--- config.mk ---
export PLATFORM = sky130hd
export DESIGN_NAME = raster_timing
export DESIGN_NICKNAME = d
export VERILOG_FILES = /design/src/rtl/raster_timing.sv
export SDC_FILE = /design/constraint.sdc
export NUM_CORES = 1
export LEC_CHECK = 0
export BUFFER_PORTS_ARGS = -buffer_cell sky130_fd_sc_hd__buf_2
export CAP_MARGIN = 10
export CELL_PAD_IN_SITES_DETAIL_PLACEMENT = 0
export CELL_PAD_IN_SITES_GLOBAL_PLACEMENT = 2
export CORE_ASPECT_RATIO = 1.25
export CORE_UTILIZATION = 32
export DETAILED_ROUTE_END_ITERATION = 8
export PLACE_DENSITY = 0.77
export SLEW_MARGIN = 25
export SYNTH_ARGS = -nofsm -noshare
export SYNTH_HDL_FRONTEND = slang
export SYNTH_SLANG_ARGS = --single-unit
--- constraint.sdc ---
create_clock -name clk -period 3.8 [get_ports clk]
set_input_delay 0.57 -clock clk [delete_from_list [all_inputs] [get_ports clk]]
set_output_delay 0.57 -clock clk [all_outputs]
set_load 0.01 [all_outputs]
--- src/rtl/raster_timing.sv ---
module raster_timing #(
  parameter int LINE_CLKS    = 1364,
  parameter int SHORT_CUT    = 4,
  parameter int LINES_60     = 262,
  parameter int LINES_50     = 312,
  parameter int SHORT_LINE   = 240,
  parameter int HBL_LEAD     = 4,
  parameter int HBL_START    = 1096,
  parameter int VBL_START    = 225,
  parameter int VBL_START_OS = 240,
  parameter int REF_LEN      = 40,
  parameter int REF_FIXED    = 530,
  parameter int REF_ALT0     = 538,
  parameter int REF_ALT1     = 534,
  localparam int HW = $clog2(LINE_CLKS),
  localparam int VW = $clog2(LINES_50 + 1)
) (
  input  logic          clk,
  input  logic          rst_n,
  input  logic          region_50,
  input  logic          interlace_en,
  input  logic          overscan_en,
  input  logic          refresh_alt,
  output logic [HW-1:0] hcount,
  output logic [VW-1:0] vcount,
  output logic          field,
  output logic          hblank,
  output logic          vblank,
  output logic          refresh_stall
);

  localparam logic [HW-1:0] H_LAST       = HW'(LINE_CLKS - 1);
  localparam logic [HW-1:0] H_SHORT_LAST = HW'(LINE_CLKS - 1 - SHORT_CUT);
  localparam logic [HW-1:0] HB_LEAD      = HW'(HBL_LEAD);
  localparam logic [HW-1:0] HB_START     = HW'(HBL_START);
  localparam logic [HW-1:0] RF_FIX_S     = HW'(REF_FIXED);
  localparam logic [HW-1:0] RF_FIX_E     = HW'(REF_FIXED + REF_LEN);
  localparam logic [HW-1:0] RF_A0_S      = HW'(REF_ALT0);
  localparam logic [HW-1:0] RF_A0_E      = HW'(REF_ALT0 + REF_LEN);
  localparam logic [HW-1:0] RF_A1_S      = HW'(REF_ALT1);
  localparam logic [HW-1:0] RF_A1_E      = HW'(REF_ALT1 + REF_LEN);
  localparam logic [VW-1:0] V60_LAST     = VW'(LINES_60 - 1);
  localparam logic [VW-1:0] V60_LONG     = VW'(LINES_60);
  localparam logic [VW-1:0] V50_LAST     = VW'(LINES_50 - 1);
  localparam logic [VW-1:0] V50_LONG     = VW'(LINES_50);
  localparam logic [VW-1:0] V_SHORT      = VW'(SHORT_LINE);
  localparam logic [VW-1:0] VB_START     = VW'(VBL_START);
  localparam logic [VW-1:0] VB_START_OS  = VW'(VBL_START_OS);

  logic          ref_ph;
  logic          short_line, extra_line, line_end, field_end;
  logic [HW-1:0] h_last, rf_s, rf_e;
  logic [VW-1:0] v_last;

  assign short_line = !region_50 && !interlace_en && field && (vcount == V_SHORT);
  assign extra_line = interlace_en && !field;
  assign h_last     = short_line ? H_SHORT_LAST : H_LAST;
  assign v_last     = region_50 ? (extra_line ? V50_LONG : V50_LAST)
                                : (extra_line ? V60_LONG : V60_LAST);
  assign line_end   = hcount >= h_last;
  assign field_end  = line_end && (vcount >= v_last);

  always_ff @(posedge clk) begin
    if (!rst_n) begin
      hcount <= '0;
      vcount <= '0;
      field  <= 1'b0;
      ref_ph <= 1'b0;
    end else if (field_end) begin
      hcount <= '0;
      vcount <= '0;
      field  <= ~field;
      ref_ph <= 1'b0;
    end else if (line_end) begin
      hcount <= '0;
      vcount <= vcount + 1'b1;
      ref_ph <= short_line ? ref_ph : ~ref_ph;
    end else begin
      hcount <= hcount + 1'b1;
    end
  end

  assign rf_s = !refresh_alt ? RF_FIX_S : (ref_ph ? RF_A1_S : RF_A0_S);
  assign rf_e = !refresh_alt ? RF_FIX_E : (ref_ph ? RF_A1_E : RF_A0_E);

  assign refresh_stall = (hcount >= rf_s) && (hcount < rf_e);
  assign hblank        = (hcount < HB_LEAD) || (hcount >= HB_START);
  assign vblank        = vcount >= (overscan_en ? VB_START_OS : VB_START);

endmodule

### Word-level counts from Yosys, hierarchy flattened

Index checks and enable logic that the tools add are counted.

| word-level totals | value |
|---|---|
| latch bits | 0 |
| bits in writable memories | 0 |
| input bits | 6 |
| output and inout bits | 24 |
| memories | 0 |
| bits in read-only memories | 0 |
| logic and storage cells | 40 |
| flip-flop bits (word level) | 22 |

| operators by class | value |
|---|---|
| $mul | 0 |
| mux-type cells | 9 |
| bitwise gates (word level) | 4 |
| order comparisons | 7 |
| reduce and logical (&&, ||, !) cells | 13 |
| shifts and indexed selects | 0 |
| $add $sub $neg | 2 |
| div/mod/pow operators | 0 |
| equality and inequality tests | 1 |

Operators with widths:

| cell | number |
|---|---|
| 2-to-1 mux 7 bit | 2 |
| 2-to-1 mux 4 bit | 3 |
| adder 11 x 1 -> 11 bit, second input constant | 1 |
| >= comparator 11 x 10 -> 1 bit | 1 |
| >= comparator 11 bit | 1 |
| >= comparator 11 bit, second input constant | 1 |
| less-than comparator 11 x 10 -> 1 bit | 1 |
| less-than comparator 11 x 3 -> 1 bit, second input constant | 1 |
| 2-to-1 mux 5 bit | 2 |
| adder 9 x 1 -> 9 bit, second input constant | 1 |
| == test 9 x 8 -> 1 bit, second input constant | 1 |
| >= comparator 9 x 8 -> 1 bit | 1 |
| >= comparator 9 bit | 1 |
| logical AND 1 bit | 6 |
| 2-to-1 mux 6 bit | 1 |
| inverter 1 bit | 4 |
| logical NOT 1 bit | 3 |
| OR reduction 3 bit | 1 |
| 2-to-1 mux 2 bit | 1 |
| AND reduction 2 bit | 1 |
| OR reduction 2 bit | 1 |
| logical OR 1 bit | 1 |

### Logic depth before layout (Yosys ltp)

Gate-level depths: netlist (run 1).

| depth | value |
|---|---|
| word-level depth | 8 |
| mapped depth | 12 |
| depth with buffers taken out | 11 |

### Worst setup path before layout (run 1)

No wires, ideal clock.

| timing | value |
|---|---|
| path kind | in2reg |
| start point | input port interlace_en |
| end point | register vcount[2] |
| cell stages on the path | 10 |
| library setup time | 0.131 ns |
| arrival | 2.643 ns |
| slack | 1.027 ns |
| buffers on the path | 1 |
| data required time | 3.669 ns |
| cells stage by stage | or4b_1 nor3_1 inv_1 ha_1 o211ai_1 nor2_1 o221ai_2 nand2b_1 clkbuf_1 o211ai_1 |

| on the way | value |
|---|---|
| cells in the longest elaborated chain, start to end | 8 |
| elaborated cells between the ends (all ways) | 13 |
| those cells by class | order compare: 2; mux: 4; reduce/logical: 7 |

Ends and longest elaborated chain:

| item | RTL line | source |
|---|---|---|
| start, declared | 21 | `input logic interlace_en,` |
| logical NOT 1 bit | 55 | `assign short_line = !region_50 && !interlace_en && field && (vcount == V_SHORT);` |
| logical AND 1 bit (3 in series) | 55 |  |
| 2-to-1 mux 5 bit | 57 | `assign h_last = short_line ? H_SHORT_LAST : H_LAST;` |
| >= comparator 11 bit | 60 | `assign line_end = hcount >= h_last;` |
| logical AND 1 bit | 61 | `assign field_end = line_end && (vcount >= v_last);` |
| OR reduction 2 bit (no source line) | n/a |  |
| end signal, assigned | 76 | `vcount <= vcount + 1'b1;` |
| end, declared | 25 | `output logic [VW-1:0] vcount,` |

Parallel ways exist; a longest one is shown, timed or not.
A chain may end at the register's enable or synchronous reset.

### Final worst setup path (run 1)

| timing | value |
|---|---|
| start point | register vcount[0] |
| end point | register hcount[2] |

| on the way | value |
|---|---|
| cells in the longest elaborated chain, start to end | 6 |
| elaborated cells between the ends (all ways) | 7 |
| those cells by class | order compare: 2; eq/ne: 1; mux: 1; reduce/logical: 3 |

Ends and longest elaborated chain:

| item | RTL line | source |
|---|---|---|
| == test 9 x 8 -> 1 bit | 55 |  |
| logical AND 1 bit | 55 |  |
| 2-to-1 mux 5 bit | 57 |  |
| >= comparator 11 bit | 60 |  |
| logical AND 1 bit | 61 |  |
| OR reduction 3 bit (no source line) (*) | n/a |  |
| end signal, assigned | 79 | `hcount <= hcount + 1'b1;` |
| end, declared | 24 | `output logic [HW-1:0] hcount,` |

Mark *: on every way between the ends. The rest lies on a longest branch, timed or not.

==> impl_summary.txt, run 1 <==
----------------------------------------------------
[Clock tree]
  Number of setup buffers added after CTS ... 0
  H-Tree Depth ... 1
  Count of instances resized after the clock tree is built ... 0
  Later-pin clock latency in the skew report ... 260 ps
  Clock sink count ... 22
  Count of hold-fix buffers inserted at cts ... 0
  Cell at the root of the clock tree ... sky130_fd_sc_hd__clkbuf_8
  Clock slew seen by the registers of the worst setup and hold paths ... 90 ps
  Clock tree from TritonCTS ... yes
  Maximum count of clock buffers along a single path ... 2
  CTS Buf Count ... 3

[GRT]
  Via count of the first global-routing pass ... 1,374
  Pin count of the biggest net entering global routing ... 22
  Number of antenna violations at the first check in global routing ... 0
  Congestion Overflow GR ... 0
  GRT Resource Usage Total ... 15.65%
  Global-route wire length before repair ... 6368 microns

[Finish]
  Total inserted antenna cells ... 0
  Final core utilization ... 38.44%
  Area used by multi-input combinational logic ... 0.001033 sq mm
  Fraction of layout instances using a drive strength above 1 ... 18.60%
  Register area ... 440.4 sq um
  Number of fill cells in the layout ... 496
  Net count of the finished layout ... 244
  Synth-to-layout area growth ... 15.87%

[Detailed routing]
  First-pass detailed-route iteration total ... 5
  Number of vias in the routed layout ... 1,489
  DRC ... 0
  Average wire per standard cell ... 13.88 microns
  Ratio of routed vias to standard cells ... 5.415
  Detailed-route wire length ... 3817 microns
  ANT nets after route ... 0
  DRC marker count from the first detailed-route iteration ... 50

[Critical path]
  Crit path cell chain ... inv_1 > ha_1 > or4b_1 > nor3_1 > inv_1 > ha_1 > a211oi_1 > nor2_1 > o221ai_2 > nand2_1 > nor2_1
  Critical Path Slowest Stage Cell ... sky130_fd_sc_hd__o221ai_2
  Depth of the critical timing path with buffers and inverters included ... 11
  Element type at the critical path start ... flop
  Critical R2R Launch ... vcount[0]$_SDFFE_PP0P_
  Critical R2R Capture ... hcount[2]$_SDFF_PP0_
  Required time of the critical path ... 3990 ps
  Startpoint-to-endpoint class of the critical path ... reg -> reg
  Setup crit end ... hcount[2]$_SDFF_PP0_
  Maximum net fanout on the critical path ... 16
  Critical Path AT ... 3530 ps
  Worst-case reg-to-reg path depth ... 11
  Peak per-stage delay on the critical path ... 540 ps
  Top Family by Delay on Critical Path ... simple AND/OR/NAND/NOR gates
  Slack of the worst reg-to-reg path ... 460 ps
  Critical path buffer and inverter count ... 2
  Launching instance or port of the critical path ... vcount[0]$_SDFFE_PP0P_
  Crit path capture type ... flop

[Synthesis]
  Post-synth top area share ... 28.07%
  Proportion of register bits with asynchronous set or reset after synthesis ... 0%
  Top_reg_cell synth ... sky130_fd_sc_hd__dfxtp_1
  Syn_area_per_cell ... 8.258 sq um
  Number of distinct library cells after synthesis ... 43
  Number of enable-type register cells in the synthesized netlist ... 0
  Library cell occupying the most area in the post-synthesis netlist ... sky130_fd_sc_hd__dfxtp_1
  Synthesized Nets ... 218
  Seq cells post-synth ... 22
  Share of synthesized area occupied by flip-flops and latches ... 28.07%
  Gate Count Post-Synth ... 190
  Number of warning messages in the yosys log ... 0
  Top area cells in the synthesized netlist ... sky130_fd_sc_hd__dfxtp_1 (28%), sky130_fd_sc_hd__ha_1 (18%), sky130_fd_sc_hd__nor2_1 (5.0%), sky130_fd_sc_hd__nand3_1 (3.5%), sky130_fd_sc_hd__o21ai_0 (3.2%)
  Leading cell types by count after synthesis ... sky130_fd_sc_hd__dfxtp_1 (22), sky130_fd_sc_hd__ha_1 (22), sky130_fd_sc_hd__nor2_1 (21)
  Cell area after synthesis ... 0.001569 sq mm

[Hold path]
  Path type of the worst min-delay path ... reg -> reg
  Number of cells on the worst hold path ... 2

[STA]
  F_max ... 0.2997 GHz
  Number of setup violations in the final report ... 0
  Post-Route Hold Slack ... 532.8 ps
  Final period utilization ... 87.80%
  Actual transition at the worst max-transition pin ... 658.1 ps
  Post-layout min period ... 3336 ps
  Total negative slack for setup checks ... 0 ps
  Final number of max-transition violations ... 0
  Clock Skews ... 10.09 ps
  Final hold violation count ... 0
  RSZ-0062 raised after global routing ... false
  Max-Slew Margin vs Limit ... 56.13%

[Place]
  Port bufs ... 29
  Routability cong. ... 0.7556
  Hpwl dp ... 2910 microns

[Floorplanning]
  Die ar. ... 0.005189 sq mm
  Core ar. ... 0.004730 sq mm
  Number of primary I/O pins ... 30
  Die width ... 64.63 microns
  Die height ... 80.29 microns
  Cell Rows ... 28
  Initial cell density of the core ... 33.17%

[Flow run]
  Number of max-cap violations ... 0

[Power]
  IR Drop Worst-Case VDD ... 0.1397 mV
  Leakage Power ... 0.8089 nW
  PD cells ... 275.2 mW/mm^2
  Total power consumption of the routed design ... 500.4 uW

[Run status]
  Status ... finished clean

----------------------------------------------------
==> how the worst min path moves through the flow <==
stage	startpoint	end	slack, ps
6_report	ref_ph$_SDFFE_PP0P_	ref_ph$_SDFFE_PP0P_	530
3_3_place_gp	hcount[0]$_SDFF_PP0_	hcount[0]$_SDFF_PP0_	510
5_1_grt	field$_SDFFE_PN0P_	field$_SDFFE_PN0P_	570
2_1_floorplan	ref_ph$_SDFFE_PP0P_	ref_ph$_SDFFE_PP0P_	470
3_5_place_dp	hcount[0]$_SDFF_PP0_	hcount[0]$_SDFF_PP0_	520
4_1_cts	hcount[0]$_SDFF_PP0_	hcount[0]$_SDFF_PP0_	540
==> worst reg2reg max path: cells and delay by family (launching register included) <==
family	cells	cell delay, ps
buffers and inverters	2	270
adders and majority gates	2	380
and+or+nand+nor	5	1520
AOI/OAI and AO/OA	2	750
DFF	1	370
==> layer usage <==
| metal | track usage, % | up-vias | wire length (microns) |
|---|---|---|---|
| li1 | - | 739 | - |
| met1 | 18.66 | 688 | 1640 |
| met2 | 28.84 | 56 | 1947 |
| met3 | 2.131 | 6 | 183 |
| met4 | 4.222 | 0 | 44 |
| met5 | 0 | - | 0 |
==> metrics by stage <==
stage                     instance area (sq um)  worst slack [ps]  instances
after floorplan                            1569              1027        190
after global placement                     1747             453.4        271
after detailed placement                   1747             384.4        271
after CTS                                  1818             439.6        275
after global routing                       1818             39.92        275
final                                      1818             463.7        275
==> where the power goes <==
group | leakage, nW | switching, mW | internal, mW | total, mW
combinational | 0.595 | 0.0230 | 0.0168 | 0.0398
sequential | 0.178 | 0.00657 | 0.233 | 0.240
clock | 0.0357 | 0.0803 | 0.141 | 0.221
total | 0.809 | 0.110 | 0.390 | 0.500
==> layout make-up <==
class	instances	share of cell area, %
Inverter	12	2.478
Tap cell	60	4.129
Clock inverter	1	1.652
Clock buffer	3	2.271
Timing Repair Buffer	30	8.396
Sequential cell	22	24.23
Multi-Input combinational cell	147	56.85
==> flip-flops by register name (all words and copies together), names as in the netlist <==
| signal | flops |
|---|---|
| vcount | 9 |
| hcount | 11 |
| ref_ph | 1 |
| field | 1 |
==> logic make-up after synthesis <==
family / Yosys count / share of synthesized area, %
AO/OA/AOI/OAI: 40 / 17.86
buffers and inverters: 21 / 6.060
flip-flops: 22 / 28.07
XOR/XNOR: 9 / 5.024
adder cells (fa/ha/maj): 22 / 17.54
AND/OR/NAND/NOR: 76 / 25.44
==> layout by cell type (no fill, tap or decap), types with 2 or more instances in the layout <==
cell type / count
sky130_fd_sc_hd__a211oi_1: 2
sky130_fd_sc_hd__a21oi_1: 7
sky130_fd_sc_hd__a32oi_1: 5
sky130_fd_sc_hd__and3_1: 5
sky130_fd_sc_hd__buf_2: 29
sky130_fd_sc_hd__clkbuf_8: 3
sky130_fd_sc_hd__dfxtp_1: 22
sky130_fd_sc_hd__ha_1: 22
sky130_fd_sc_hd__inv_1: 12
sky130_fd_sc_hd__nand2_1: 12
sky130_fd_sc_hd__nand2b_1: 4
sky130_fd_sc_hd__nand3_1: 11
sky130_fd_sc_hd__nand3b_1: 3
sky130_fd_sc_hd__nand4_1: 3
sky130_fd_sc_hd__nor2_1: 21
sky130_fd_sc_hd__nor3_1: 6
sky130_fd_sc_hd__o211ai_1: 2
sky130_fd_sc_hd__o21a_1: 2
sky130_fd_sc_hd__o21ai_0: 10
sky130_fd_sc_hd__o31ai_1: 2
sky130_fd_sc_hd__o41ai_1: 3
sky130_fd_sc_hd__or4b_1: 2
sky130_fd_sc_hd__xnor2_1: 4
sky130_fd_sc_hd__xor2_1: 5
(Power assumes the default switching activity.)
==> inputs of run 2 (changes only) <==
==> constraint.sdc (replaced) <==
create_clock -name clk -period 3.51 [get_ports clk]
set_input_delay 0.5265 -clock clk [delete_from_list [all_inputs] [get_ports clk]]
set_output_delay 0.5265 -clock clk [all_outputs]
set_load 0.01 [all_outputs]
==> impl_summary.txt, run 2 (synthesized netlist as in run 1, its figures left out) <==
----------------------------------------------------
[Run status]
  Status ... finished clean

[Critical path]
  Top Family by Delay on Critical Path ... simple AND/OR/NAND/NOR gates
  Crit path cell chain ... inv_1 > ha_1 > or4b_1 > nor3_1 > inv_1 > ha_1 > a211oi_1 > nor2_1 > o221ai_2 > nand2b_1 > o21ai_0
  Critical Path AT ... 3280 ps
  Startpoint-to-endpoint class of the critical path ... reg -> reg
  Required time of the critical path ... 3670 ps
  Crit path capture type ... flop
  Worst-case reg-to-reg path depth ... 11
  Element type at the critical path start ... flop
  Peak per-stage delay on the critical path ... 430 ps
  Critical path buffer and inverter count ... 2
  Maximum net fanout on the critical path ... 10
  Critical Path Slowest Stage Cell ... sky130_fd_sc_hd__or4b_1
  Depth of the critical timing path with buffers and inverters included ... 11

[Detailed routing]
  DRC marker count from the first detailed-route iteration ... 42
  Ratio of routed vias to standard cells ... 5.371
  First-pass detailed-route iteration total ... 4
  Number of vias in the routed layout ... 1,493
  DRC ... 0
  Detailed-route wire length ... 4030 microns
  ANT nets after route ... 0
  Average wire per standard cell ... 14.50 microns

[GRT]
  Via count of the first global-routing pass ... 1,425
  Congestion Overflow GR ... 0
  Number of antenna violations at the first check in global routing ... 0
  Global-route wire length before repair ... 6610 microns
  GRT Resource Usage Total ... 16.57%
  Pin count of the biggest net entering global routing ... 22

[Floorplanning]
  Die ar. ... 0.005189 sq mm
  Number of primary I/O pins ... 30
  Initial cell density of the core ... 33.17%
  Cell Rows ... 28
  Die height ... 80.29 microns
  Die width ... 64.63 microns
  Core ar. ... 0.004730 sq mm

[STA]
  F_max ... 0.3204 GHz
  Number of setup violations in the final report ... 0
  Final number of max-transition violations ... 0
  Post-layout min period ... 3121 ps
  Final hold violation count ... 0
  Max-Slew Margin vs Limit ... 66.86%
  Final period utilization ... 88.93%
  Actual transition at the worst max-transition pin ... 497.0 ps
  Total negative slack for setup checks ... 0 ps
  RSZ-0062 raised after global routing ... false
  Clock Skews ... 19.07 ps

[Finish]
  Most common cell after layout, fill and taps aside ... sky130_fd_sc_hd__buf_2
  Max FFs per register ... 11
  Net count of the finished layout ... 247
  Synth-to-layout area growth ... 17.30%
  Number of standard cells in the layout, taps in and fillers out ... 278
  Fraction of layout instances using a drive strength above 1 ... 19.72%
  Commonest cells after routing, fill and taps aside ... sky130_fd_sc_hd__buf_2 (29), sky130_fd_sc_hd__ha_1 (22), sky130_fd_sc_hd__dfxtp_1 (22), sky130_fd_sc_hd__nor2_1 (21)
  Register ranked first by flip-flop count ... hcount
  Total inserted antenna cells ... 0
  Number of fill cells in the layout ... 512
  Largest registers in the final layout ... hcount x11, vcount x9

[Power]
  IR Drop Worst-Case VDD ... 0.1211 mV
  Total power consumption of the routed design ... 550.4 uW
  Leakage Power ... 0.8233 nW
  PD cells ... 299.1 mW/mm^2

[Hold path]
  Path type of the worst min-delay path ... reg -> reg
  Number of cells on the worst hold path ... 1

[Clock tree]
  CTS Buf Count ... 3
  Number of setup buffers added after CTS ... 0
  Cell at the root of the clock tree ... sky130_fd_sc_hd__clkbuf_8
  Clock tree from TritonCTS ... yes
  Count of instances resized after the clock tree is built ... 0
  Maximum count of clock buffers along a single path ... 2
  H-Tree Depth ... 1
  Later-pin clock latency in the skew report ... 280 ps
  Count of hold-fix buffers inserted at cts ... 0
  Clock sink count ... 22
  Clock slew seen by the registers of the worst setup and hold paths ... 100 ps

[Flow run]
  Number of max-cap violations ... 0

[Place]
  Hpwl dp ... 3010 microns
  Port bufs ... 29
  Number of cells after detailed placement ... 274
  Routability cong. ... 0.7867

----------------------------------------------------
run 2: changes by cell type in the layout (fill, tap and decap cells not counted), sizes merged:
cell / change
buf: +3
run 2: stage by stage:
step | setup slack (ps) | utilization, % | hold WS [ps] | instance area, sq um
6_report | 388.6 | 38.92 | 529.5 | 1841
5_1_grt | 53.99 | 38.92 | 556.1 | 1841
3_3_place_gp | 407.7 | 37.41 | 508.6 | 1769
3_5_place_dp | 325.1 | 37.41 | 515.9 | 1769
2_1_floorplan | 780.0 | - | 469.7 | 1569
4_1_cts | 365.2 | 38.92 | 529.6 | 1841
run 2: worst paths after layout:
check / from / endpoint / slack, ps
max: vcount[0]$_SDFFE_PP0P_ / vcount[1]$_SDFFE_PP0P_ / 390
min: hcount[0]$_SDFF_PP0_ / hcount[0]$_SDFF_PP0_ / 530
max reg2reg: vcount[0]$_SDFFE_PP0P_ / vcount[1]$_SDFFE_PP0P_ / 390
min reg2reg: hcount[0]$_SDFF_PP0_ / hcount[0]$_SDFF_PP0_ / 530
run 2: where the power goes:
group | internal (mW) | switching, mW | leakage [nW]
logic | 0.0191 | 0.0258 | 0.610
clock network | 0.153 | 0.0932 | 0.0357
registers | 0.252 | 0.00723 | 0.178
run 2: cell type report:
class	instances	area, sq um	share of cell area (%)
flip-flops and latches	22	440.4	23.93
clock buffers	3	41.29	2.243
clock inverters	1	30.03	1.632
well taps	60	75.07	4.079
repair buffers	33	175.2	9.517
inverters	12	45.04	2.447
multi-input cells	147	1033	56.15
run 2: metal layers:
| layer | wire length [microns] | global-route usage [%] | share of wire, % |
|---|---|---|---|
| met5 | 0 | 0 | 0 |
| met4 | 55 | 5.333 | 1.4 |
| met3 | 146 | 1.278 | 3.6 |
| met2 | 2079 | 33.47 | 52 |
| met1 | 1749 | 17.61 | 43 |
==> inputs of run 3 (changes only) <==
--- a/config.mk
+++ b/config.mk
@@ -7,7 +7,7 @@
 export LEC_CHECK = 0
 export BUFFER_PORTS_ARGS = -buffer_cell sky130_fd_sc_hd__buf_2
 export CAP_MARGIN = 10
-export CELL_PAD_IN_SITES_DETAIL_PLACEMENT = 0
+export CELL_PAD_IN_SITES_DETAIL_PLACEMENT = 1
 export CELL_PAD_IN_SITES_GLOBAL_PLACEMENT = 2
 export CORE_ASPECT_RATIO = 1.25
 export CORE_UTILIZATION = 32
==> impl_summary.txt, run 3 (synthesized netlist as in run 1, its figures left out) <==
----------------------------------------------------
[Critical path]
  Top Family by Delay on Critical Path ... simple AND/OR/NAND/NOR gates
  Startpoint-to-endpoint class of the critical path ... reg -> reg
  Critical Path Slowest Stage Cell ... sky130_fd_sc_hd__or4b_1
  Element type at the critical path start ... flop
  Maximum net fanout on the critical path ... 10
  Critical R2R Launch ... vcount[0]$_SDFFE_PP0P_
  Crit path cell chain ... inv_1 > ha_1 > or4b_1 > nor3_2 > inv_1 > ha_1 > o211ai_1 > nor2_1 > o221ai_2 > nand2b_1 > o41ai_1
  Required time of the critical path ... 3670 ps
  Slack of the worst reg-to-reg path ... 430 ps
  Critical Path AT ... 3240 ps
  Critical R2R Capture ... vcount[7]$_SDFFE_PP0P_
  Worst-case reg-to-reg path depth ... 11
  Peak per-stage delay on the critical path ... 460 ps
  Crit path capture type ... flop
  Critical path buffer and inverter count ... 2

[Detailed routing]
  Detailed-route wire length ... 4502 microns
  ANT nets after route ... 0
  Number of vias in the routed layout ... 1,528
  DRC ... 0
  DRC marker count from the first detailed-route iteration ... 49
  Average wire per standard cell ... 16.19 microns
  Ratio of routed vias to standard cells ... 5.496
  First-pass detailed-route iteration total ... 4

[STA]
  Final number of max-transition violations ... 0
  Final hold violation count ... 0
  F_max ... 0.3248 GHz
  Total negative slack for setup checks ... 0 ps
  Clock Skews ... 7.322 ps
  Actual transition at the worst max-transition pin ... 499.4 ps
  Max-Slew Margin vs Limit ... 66.71%
  Final period utilization ... 87.73%
  Post-Route Hold Slack ... 551.4 ps
  Number of setup violations in the final report ... 0
  RSZ-0062 raised after global routing ... false
  Post-layout min period ... 3079 ps

[Finish]
  Synth-to-layout area growth ... 17.62%
  Most common cell after layout, fill and taps aside ... sky130_fd_sc_hd__buf_2
  Total inserted antenna cells ... 0
  Largest registers in the final layout ... hcount x11, vcount x9
  Commonest cells after routing, fill and taps aside ... sky130_fd_sc_hd__buf_2 (29), sky130_fd_sc_hd__ha_1 (22), sky130_fd_sc_hd__dfxtp_1 (22), sky130_fd_sc_hd__nor2_1 (21)
  Number of fill cells in the layout ... 604
  Final core utilization ... 39.02%
  Final design instance area without fill ... 0.001846 sq mm
  Register ranked first by flip-flop count ... hcount
  Fraction of layout instances using a drive strength above 1 ... 20.18%
  Net count of the finished layout ... 247
  Max FFs per register ... 11

[Clock tree]
  Later-pin clock latency in the skew report ... 270 ps
  Clock tree from TritonCTS ... yes
  Clock slew seen by the registers of the worst setup and hold paths ... 90 ps
  Clock sink count ... 22
  Cell at the root of the clock tree ... sky130_fd_sc_hd__clkbuf_8
  H-Tree Depth ... 1
  CTS Buf Count ... 3
  Number of setup buffers added after CTS ... 0
  Count of hold-fix buffers inserted at cts ... 0
  Maximum count of clock buffers along a single path ... 2
  Count of instances resized after the clock tree is built ... 0

[GRT]
  Pin count of the biggest net entering global routing ... 22
  Congestion Overflow GR ... 0
  GRT Resource Usage Total ... 18.86%
  Number of antenna violations at the first check in global routing ... 0
  Via count of the first global-routing pass ... 1,542
  Global-route wire length before repair ... 7445 microns

[Floorplanning]
  Die height ... 80.29 microns
  Number of primary I/O pins ... 30
  Initial cell density of the core ... 33.17%
  Die ar. ... 0.005189 sq mm
  Core ar. ... 0.004730 sq mm
  Die width ... 64.63 microns
  Cell Rows ... 28

[Power]
  PD cells ... 296.8 mW/mm^2
  IR Drop Worst-Case VDD ... 0.1311 mV
  Leakage Power ... 0.8234 nW
  Total power consumption of the routed design ... 547.8 uW

[Flow run]
  Number of max-cap violations ... 0

[Place]
  Hpwl dp ... 3473 microns
  Placed Area ... 0.001769 sq mm
  Routability cong. ... 0.7867
  Port bufs ... 29

[Hold path]
  Capture endpoint of the worst hold path ... field$_SDFFE_PN0P_
  Path type of the worst min-delay path ... reg -> reg
  Number of cells on the worst hold path ... 2
  Startpoint of the tightest hold check path ... field$_SDFFE_PN0P_

[Run status]
  Status ... finished clean

----------------------------------------------------
run 3: changes by cell type in the layout (fill, tap and decap cells not counted):
cell and change:
sky130_fd_sc_hd__nor3_1 -1, sky130_fd_sc_hd__nor3_2 +1
run 3: worst max path at each step:
stage / start / cells after the start / slack, ps / to
detailed placement: interlace_en / 10 / 220 / vcount[7]$_SDFFE_PP0P_
finish: vcount[0]$_SDFFE_PP0P_ / 11 / 430 / vcount[7]$_SDFFE_PP0P_
floorplan: interlace_en / 10 / 780 / vcount[2]$_SDFFE_PP0P_
CTS: vcount[0]$_SDFFE_PP0P_ / 11 / 250 / vcount[7]$_SDFFE_PP0P_
global route: vcount[0]$_SDFFE_PP0P_ / 11 / 120 / vcount[5]$_SDFFE_PP0P_
global placement: interlace_en / 11 / 410 / vcount[8]$_SDFFE_PP0P_
run 3: metrics by stage:
stage,setup slack (ps),std cells
after global routing,121.9,278
final,430.8,278
after floorplan,780.0,190
after CTS,247.5,278
after global placement,407.7,274
after detailed placement,221.4,274
run 3: layer usage:
| layer | GRT usage (%) | vias up | share of wire, % |
|---|---|---|---|
| met2 | 36.32 | 39 | 54 |
| met3 | 2.131 | 8 | 3.2 |
| met5 | 0 | - | 0 |
| li1 | - | 745 | - |
| met4 | 8.889 | 0 | 2.4 |
| met1 | 20.00 | 736 | 41 |
run 3: area by class of cell:
type | count | area, sq um | share of cell area (%)
inverter | 12 | 45.04 | 2.441
multi-input combinational | 147 | 1039 | 56.27
tap | 60 | 75.07 | 4.068
timing repair buffer | 33 | 175.2 | 9.492
sequential | 22 | 440.4 | 23.86
clock buffer | 3 | 41.29 | 2.237
clock inverter | 1 | 30.03 | 1.627
run 3: report_power, final:
| group | total (mW) | switching, mW | internal [mW] |
|---|---|---|---|
| Combinational | 0.0463 | 0.0268 | 0.0195 |
| Sequential | 0.260 | 0.00758 | 0.252 |
| Clock | 0.242 | 0.0891 | 0.153 |
run 3: worst min-delay path, stage by stage, from the launching register on:
cell and delay, ps:
sky130_fd_sc_hd__dfxtp_1 350, sky130_fd_sc_hd__o21ai_0 90, sky130_fd_sc_hd__a21oi_1 70
